### config.mk
export PLATFORM = sky130hd
export DESIGN_NAME = bridge_driver
export DESIGN_NICKNAME = d
export VERILOG_FILES = /design/src/rtl/bdrv_pkg.sv /design/src/rtl/bdrv_mode.sv /design/src/rtl/bdrv_phase.sv /design/src/rtl/bdrv_leg.sv /design/src/rtl/bridge_driver.sv
export SDC_FILE = /design/constraint.sdc
export NUM_CORES = 1
export LEC_CHECK = 0
export ABC_AREA = 1
export CELL_PAD_IN_SITES_DETAIL_PLACEMENT = 2
export CELL_PAD_IN_SITES_GLOBAL_PLACEMENT = 2
export CORE_UTILIZATION = 31
export DETAILED_ROUTE_END_ITERATION = 7
export GPL_TIMING_DRIVEN = 0
export MAX_ROUTING_LAYER = met4
export PLACE_DENSITY = 0.81
export SYNTH_ARGS = -nofsm -noshare
export SYNTH_HDL_FRONTEND = slang
export SYNTH_HIERARCHICAL = 1
export SYNTH_SLANG_ARGS = --single-unit
export TNS_END_PERCENT = 20
### constraint.sdc
create_clock -name clk -period 2.3 [get_ports clk]
set_input_delay 0.69 -clock clk [delete_from_list [all_inputs] [get_ports clk]]
set_output_delay 0.69 -clock clk [all_outputs]
set_load 0.005 [all_outputs]
### src/rtl/bdrv_pkg.sv
package bdrv_pkg;

  // Pulse width in clock cycles for a captured mode byte; 0 means no bridge drive.
  function automatic int unsigned mode_width(input logic [7:0] code,
                                             input int unsigned w_cut,
                                             input int unsigned w_step,
                                             input int unsigned w_bip,
                                             input int unsigned w_ppt);
    case (code)
      8'h39: return w_cut;
      8'h37: return w_cut - 1 * w_step;
      8'h35: return w_cut - 2 * w_step;
      8'h33: return w_cut - 3 * w_step;
      8'h31: return w_cut - 4 * w_step;
      8'h29: return w_cut - 5 * w_step;
      8'h27: return w_cut - 6 * w_step;
      8'h25: return w_cut - 7 * w_step;
      8'h23: return w_cut - 8 * w_step;
      8'h21: return w_cut - 9 * w_step;
      8'h6F: return w_bip;
      8'h43: return w_ppt;
      default: return 0;
    endcase
  endfunction

endpackage

### src/rtl/bdrv_mode.sv
module bdrv_mode #(
  parameter int HALF   = 52,
  parameter int W_CUT  = 48,
  parameter int W_STEP = 3,
  parameter int W_BIP  = 40,
  parameter int W_PPT  = 30,
  parameter int CW     = 7
) (
  input  logic          clk,
  input  logic          rst,
  input  logic          act_req,
  input  logic [7:0]    mode_code,
  output logic [CW-1:0] width
);
  import bdrv_pkg::*;

  logic [7:0]  mode_q;
  int unsigned raw_w;

  always_ff @(posedge clk) begin
    if (rst)          mode_q <= 8'h00;
    else if (act_req) mode_q <= mode_code;
  end

  always_comb begin
    raw_w = mode_width(mode_q, W_CUT, W_STEP, W_BIP, W_PPT);
    if (raw_w > HALF) raw_w = HALF;
    width = CW'(raw_w);
  end
endmodule

### src/rtl/bdrv_phase.sv
module bdrv_phase #(
  parameter int PERIOD = 104,
  parameter int CW     = 7
) (
  input  logic          clk,
  input  logic          rst,
  input  logic          gate,
  output logic [CW-1:0] cnt,
  output logic          run
);
  localparam logic [CW-1:0] LAST = CW'(PERIOD - 1);

  always_ff @(posedge clk) begin
    if (rst) begin
      cnt <= '0;
      run <= 1'b0;
    end else begin
      cnt <= (cnt == LAST) ? '0 : cnt + 1'b1;
      if (!gate)             run <= 1'b0;
      else if (cnt == LAST)  run <= 1'b1;
    end
  end
endmodule

### src/rtl/bdrv_leg.sv
module bdrv_leg #(
  parameter int OFFSET  = 0,
  parameter int HALF    = 52,
  parameter int RST_LEN = 10,
  parameter int CW      = 7
) (
  input  logic          clk,
  input  logic          rst,
  input  logic [CW-1:0] cnt,
  input  logic          run,
  input  logic          gate,
  input  logic [CW-1:0] width,
  output logic          drv,
  output logic          rpulse
);
  localparam int RW = $clog2(RST_LEN + 1);

  logic [CW-1:0] pos;
  logic          drv_d;
  logic [RW-1:0] rcnt;

  always_comb begin
    pos   = cnt - CW'(OFFSET);
    drv_d = gate && run && (pos < CW'(HALF)) && (pos < width);
  end

  always_ff @(posedge clk) begin
    if (rst) begin
      drv  <= 1'b0;
      rcnt <= '0;
    end else begin
      drv <= drv_d;
      if (drv && !drv_d)   rcnt <= RW'(RST_LEN);
      else if (rcnt != '0) rcnt <= rcnt - 1'b1;
    end
  end

  assign rpulse = (rcnt != '0);
endmodule

### src/rtl/bridge_driver.sv
module bridge_driver #(
  parameter int PERIOD  = 104,
  parameter int RST_LEN = 10,
  parameter int W_CUT   = 48,
  parameter int W_STEP  = 3,
  parameter int W_BIP   = 40,
  parameter int W_PPT   = 30
) (
  input  logic       clk,
  input  logic       rst,
  input  logic       act_req,
  input  logic [7:0] mode_code,
  input  logic       rf_en,
  input  logic       rf_permit,
  input  logic       br_en_n,
  output logic       drv_a,
  output logic       drv_b,
  output logic       xrst_a,
  output logic       xrst_b
);
  localparam int HALF = PERIOD / 2;
  localparam int CW   = $clog2(PERIOD + 1);

  logic [CW-1:0] width;
  logic [CW-1:0] cnt;
  logic          run;
  logic          gate;
  logic [1:0]    drv_v;
  logic [1:0]    rp_v;

  bdrv_mode #(.HALF(HALF), .W_CUT(W_CUT), .W_STEP(W_STEP), .W_BIP(W_BIP),
              .W_PPT(W_PPT), .CW(CW)) u_mode (
    .clk(clk), .rst(rst), .act_req(act_req), .mode_code(mode_code), .width(width)
  );

  assign gate = rf_en && rf_permit && !br_en_n && (width != '0);

  bdrv_phase #(.PERIOD(PERIOD), .CW(CW)) u_phase (
    .clk(clk), .rst(rst), .gate(gate), .cnt(cnt), .run(run)
  );

  for (genvar i = 0; i < 2; i++) begin : g_leg
    bdrv_leg #(.OFFSET(i * HALF), .HALF(HALF), .RST_LEN(RST_LEN), .CW(CW)) u_leg (
      .clk(clk), .rst(rst), .cnt(cnt), .run(run), .gate(gate), .width(width),
      .drv(drv_v[i]), .rpulse(rp_v[i])
    );
  end

  assign drv_a  = drv_v[0];
  assign drv_b  = drv_v[1];
  assign xrst_a = rp_v[0];
  assign xrst_b = rp_v[1];
endmodule

==> tab_implementation.tex <==
\begin{tabular}{lr}
\hline
Metric & Value \\
\hline
\multicolumn{2}{l}{\textbf{GRT}} \\
Layer carrying the most global-route usage & met2 \\
Number of global-route vias before repair & 1932 \\
Global-route wire length before repair & 8.776 mm \\
GR Layer Usage met1 & 22.26\% \\
Global-route met3 utilization & 2.045\% \\
Met2 track utilization from global routing & 30.34\% \\
Grt total ovfl & 0 \\
Number of antenna violations at the first check in global routing & 0 \\
Global-route usage over all layers & 17.86\% \\
Maximum number of pins on one net before global-route repair & 16 \\
\multicolumn{2}{l}{\textbf{STA}} \\
Hold slack & 0.4763 ns \\
Final Max Tran Viols & 0 \\
Count of endpoints failing hold in the final timing report & 0 \\
Post-route setup slack & -0.005580 ns \\
Share of the clock period used by the worst path & 100.2\% \\
Max transition margin & 66.07\% \\
Timing-limited maximum frequency & 433.7 MHz \\
Final sum of negative setup slack & -0.008481 ns \\
Actual slew at the worst max-slew pin & 0.5073 ns \\
Final setup violation count & 2 \\
Fin Clk Skew & 0.008184 ns \\
Post-layout minimum cycle time & 2.306 ns \\
\multicolumn{2}{l}{\textbf{Logic synthesis}} \\
Synth cell count leaders & nand2\_1, inv\_1, nor2\_1, dfxtp\_1, nand3\_1 \\
Number of warnings printed during yosys synthesis & 6 \\
Proportion of register bits with asynchronous set or reset after synthesis & 0\% \\
Sequential area share after synthesis & 27.26\% \\
Register bit total from synthesis & 26 \\
Number of enable flip-flop cells after synthesis & 0 \\
Most frequent cell after synthesis & nand2\_1 \\
Post-Syn Instances & 307 \\
Number of nets in the synthesized netlist & 335 \\
Library cells used by synthesis & 28 \\
Top FF cell, synth & dfxtp\_1 \\
Mapped Avg Cell Area & 6.219 um\^{}2 \\
Post-synthesis cell type with the largest combined area & dfxtp\_1 \\
Top cells by area in the synthesized netlist & dfxtp\_1, nand2\_1, inv\_1 \\
Share of the synthesized area in the top cell type & 27.26\% \\
Synthesized cell area & 1909 um\^{}2 \\
\multicolumn{2}{l}{\textbf{Final layout}} \\
Antenna cells & 0 \\
Number of nets in the layout & 373 \\
Synthesis-to-finish area growth & 32.24\% \\
Number of fill cells & 748 \\
Share of the core filled with cells & 42.65\% \\
Ratio of cells with drive above 1 in the final layout & 27.62\% \\
\multicolumn{2}{l}{\textbf{Status}} \\
Run status & finished with violations \\
Failing checks & negative setup slack \\
\multicolumn{2}{l}{\textbf{Floorplan}} \\
Core Region & 5921 um\^{}2 \\
Full die area & 6477 um\^{}2 \\
Initial Utilization & 32.25\% \\
Number of top-level design ports & 18 \\
Die height & 80.48 um \\
Horizontal extent of the die & 80.48 um \\
Number of standard-cell rows in the floorplan & 28 \\
\multicolumn{2}{l}{\textbf{Detailed routing}} \\
Vias post-DR & 2053 \\
DRC violation count after routing & 0 \\
Aggregate routed wire length & 7.038 mm \\
Number of antenna-violating nets in the routed design & 0 \\
Length of the first detailed-routing pass in iterations & 4 \\
Drt wl/cell & 16.80 um \\
Detail-routed via count per cell & 4.900 \\
Initial DRC count & 50 \\
\multicolumn{2}{l}{\textbf{Power and ir drop}} \\
Worst voltage drop across the vdd grid & 321.4 uV \\
Ratio of total power to cell area & 432.1 nW/um\^{}2 \\
Pleak & 1.155 nW \\
\multicolumn{2}{l}{\textbf{Worst setup path}} \\
RR Endpoint & g\_leg[1].u\_leg/rcnt[0] \\
Path type of the worst setup path & reg -> reg \\
Launching point of the worst reg2reg path & u\_mode/mode\_q[7] \\
Number of cell instances on the worst register-to-register path & 19 \\
Maximum net fanout on the critical path & 5 \\
Crit end category & flop \\
Endpoint required time on the critical path & 2.53 ns \\
Internal reg-to-reg setup slack & -0.006 ns \\
Startpoint type of the worst setup path & flop \\
Data arrival time of the critical path & 2.54 ns \\
\multicolumn{2}{l}{\textbf{Clocking}} \\
CTS Buf Count & 3 \\
Clk buf depth & 2 \\
Clk sink count & 26 \\
Root buffer cell & clkbuf\_8 \\
Post-CTS clock slew at the launch and capture registers of the worst setup and hold paths & 0.11 ns \\
TritonCTS clock tree & yes \\
Number of levels in the clock H-tree & 1 \\
Clock Latency Late Sink & 0.29 ns \\
\multicolumn{2}{l}{\textbf{Min path}} \\
Hold path endpoint & u\_phase/run \\
Min-delay src & u\_phase/run \\
Type of the worst min-delay path & reg -> reg \\
Cells on Worst Hold Path & 2 \\
\multicolumn{2}{l}{\textbf{Placed design}} \\
IO buf count & 17 \\
Placer Congestion & 0.7641 \\
Half-perimeter wire length after placement & 4.222 mm \\
\multicolumn{2}{l}{\textbf{Flow run}} \\
Max-capacitance violation count & 0 \\
\hline
\end{tabular}
logic make-up (layout without fill, tap and decap cells):
family                   count (synthesis)  count (layout)  synth area share [%]
flip-flops                              26              26                 27.26
adder cells (fa/ha/maj)                 14              14                 9.174
AND/OR/NAND/NOR                        175             175                 42.27
XOR/XNOR                                 1               1                0.4588
other                                    1               1                0.1964
buffers and inverters                   68             105                 13.70
AO/OA/AOI/OAI                           22              22                 6.946
layer usage:
metal | routed length (um) | up-vias
li1 | - | 1012
met1 | 3087 | 999
met2 | 3687 | 29
met3 | 121 | 13
met4 | 140 | 0
met5 | 0 | -
worst max path at each step:
stage | to | slack [ns] | cells past startpoint | start
2_1_floorplan | g_leg[1].u_leg/rcnt[2] | 0.46 | 15 | u_phase/cnt[2]
3_3_place_gp | g_leg[0].u_leg/rcnt[3] | 0.07 | 10 | br_en_n
3_5_place_dp | g_leg[1].u_leg/rcnt[1] | -0.01 | 14 | u_phase/cnt[2]
4_1_cts | xrst_b | -0.02 | 4 | g_leg[1].u_leg/rcnt[1]
5_1_grt | g_leg[0].u_leg/rcnt[2] | -0.21 | 19 | u_mode/mode_q[7]
6_report | g_leg[1].u_leg/rcnt[0] | -0.006 | 19 | u_mode/mode_q[7]
state kept, by name, summed over array words and instances (netlist names):
signal,flops
g_leg.u_leg/rcnt,8
u_mode/mode_q,8
u_phase/cnt,7
g_leg.u_leg/drv,2
u_phase/run,1
cell type report:
class | count | area [um^2] | share of cell area (%)
Buffer | 3 | 16.27 | 0.6442
Clock buffer | 3 | 41.29 | 1.635
Clock inverter | 1 | 30.03 | 1.189
Inverter | 65 | 255.2 | 10.11
Multi-Input combinational cell | 213 | 1241 | 49.16
Sequential cell | 26 | 551.8 | 21.85
Tap cell | 75 | 93.84 | 3.717
Timing Repair Buffer | 33 | 295.3 | 11.69
critical path, cell delays in order, from the launching register on:
cell	delay, ns
dfxtp_2	0.34
inv_2	0.08
nand2_4	0.07
nor2_4	0.21
nand3_2	0.11
nand2_1	0.11
nor2_1	0.06
nand2_1	0.13
nor2_1	0.07
nand2_1	0.10
nor2_2	0.06
nor2_2	0.15
nand2_1	0.08
nor2_2	0.11
nand2_1	0.08
nor2_2	0.12
nand3_2	0.10
nand2_4	0.12
nand2_4	0.05
nor2_2	0.09
cell usage in the layout, fill, tap and decap left out, types with 2 or more instances in the layout:
cell type        netlist  layout
a21oi_1               12      11
nand2_1               71      66
nand2_4                2       6
nand3_2                4       5
clkbuf_8               0       3
nand3_4                0       2
nand3_1               15      12
nor2_1                52      41
inv_4                  0       4
dfxtp_1               26      15
dfxtp_2                0       4
dlymetal6s2s_1         0       2
o21a_1                 2       2
inv_2                  9       7
dfxtp_4                0       7
inv_1                 55      53
a211oi_1               7       7
nor2_2                 7      15
nor2_4                 3       6
ha_1                  14      14
buf_4                  1      17
nand2_2               12      13
clkdlybuf4s50_1        0      15
nand4_1                3       3
where the power goes:
group          internal [mW]  switching [mW]  total [mW]
Sequential             0.461          0.0195       0.481
Clock                  0.234           0.171       0.405
Combinational         0.0858           0.120       0.205
Total                  0.781           0.311        1.09
per-stage QoR:
| step | cell area [um^2] | power, mW | cells | setup WS [ns] |
|---|---|---|---|---|
| after floorplan | 1909 | 0.5896 | 307 | 0.4583 |
| after CTS | 2248 | 1.049 | 403 | -0.01627 |
| final | 2525 | 1.091 | 419 | -0.005580 |
| after global placement | 2173 | 0.6403 | 399 | 0.07376 |
| after detailed placement | 2173 | 0.6489 | 399 | -0.01184 |
| after global routing | 2525 | 1.135 | 419 | -0.2052 |
timing repair:
action / 4_1_cts / 5_1_grt
hold buffers: 0 / 0
setup endpoints to repair: 5 / 12
pin swaps: 0 / 30
resized for setup: 2 / 54
buffers inserted: 0 / 16
gates cloned: 0 / 0
No activity file was read; power rests on OpenSTA's default activity.
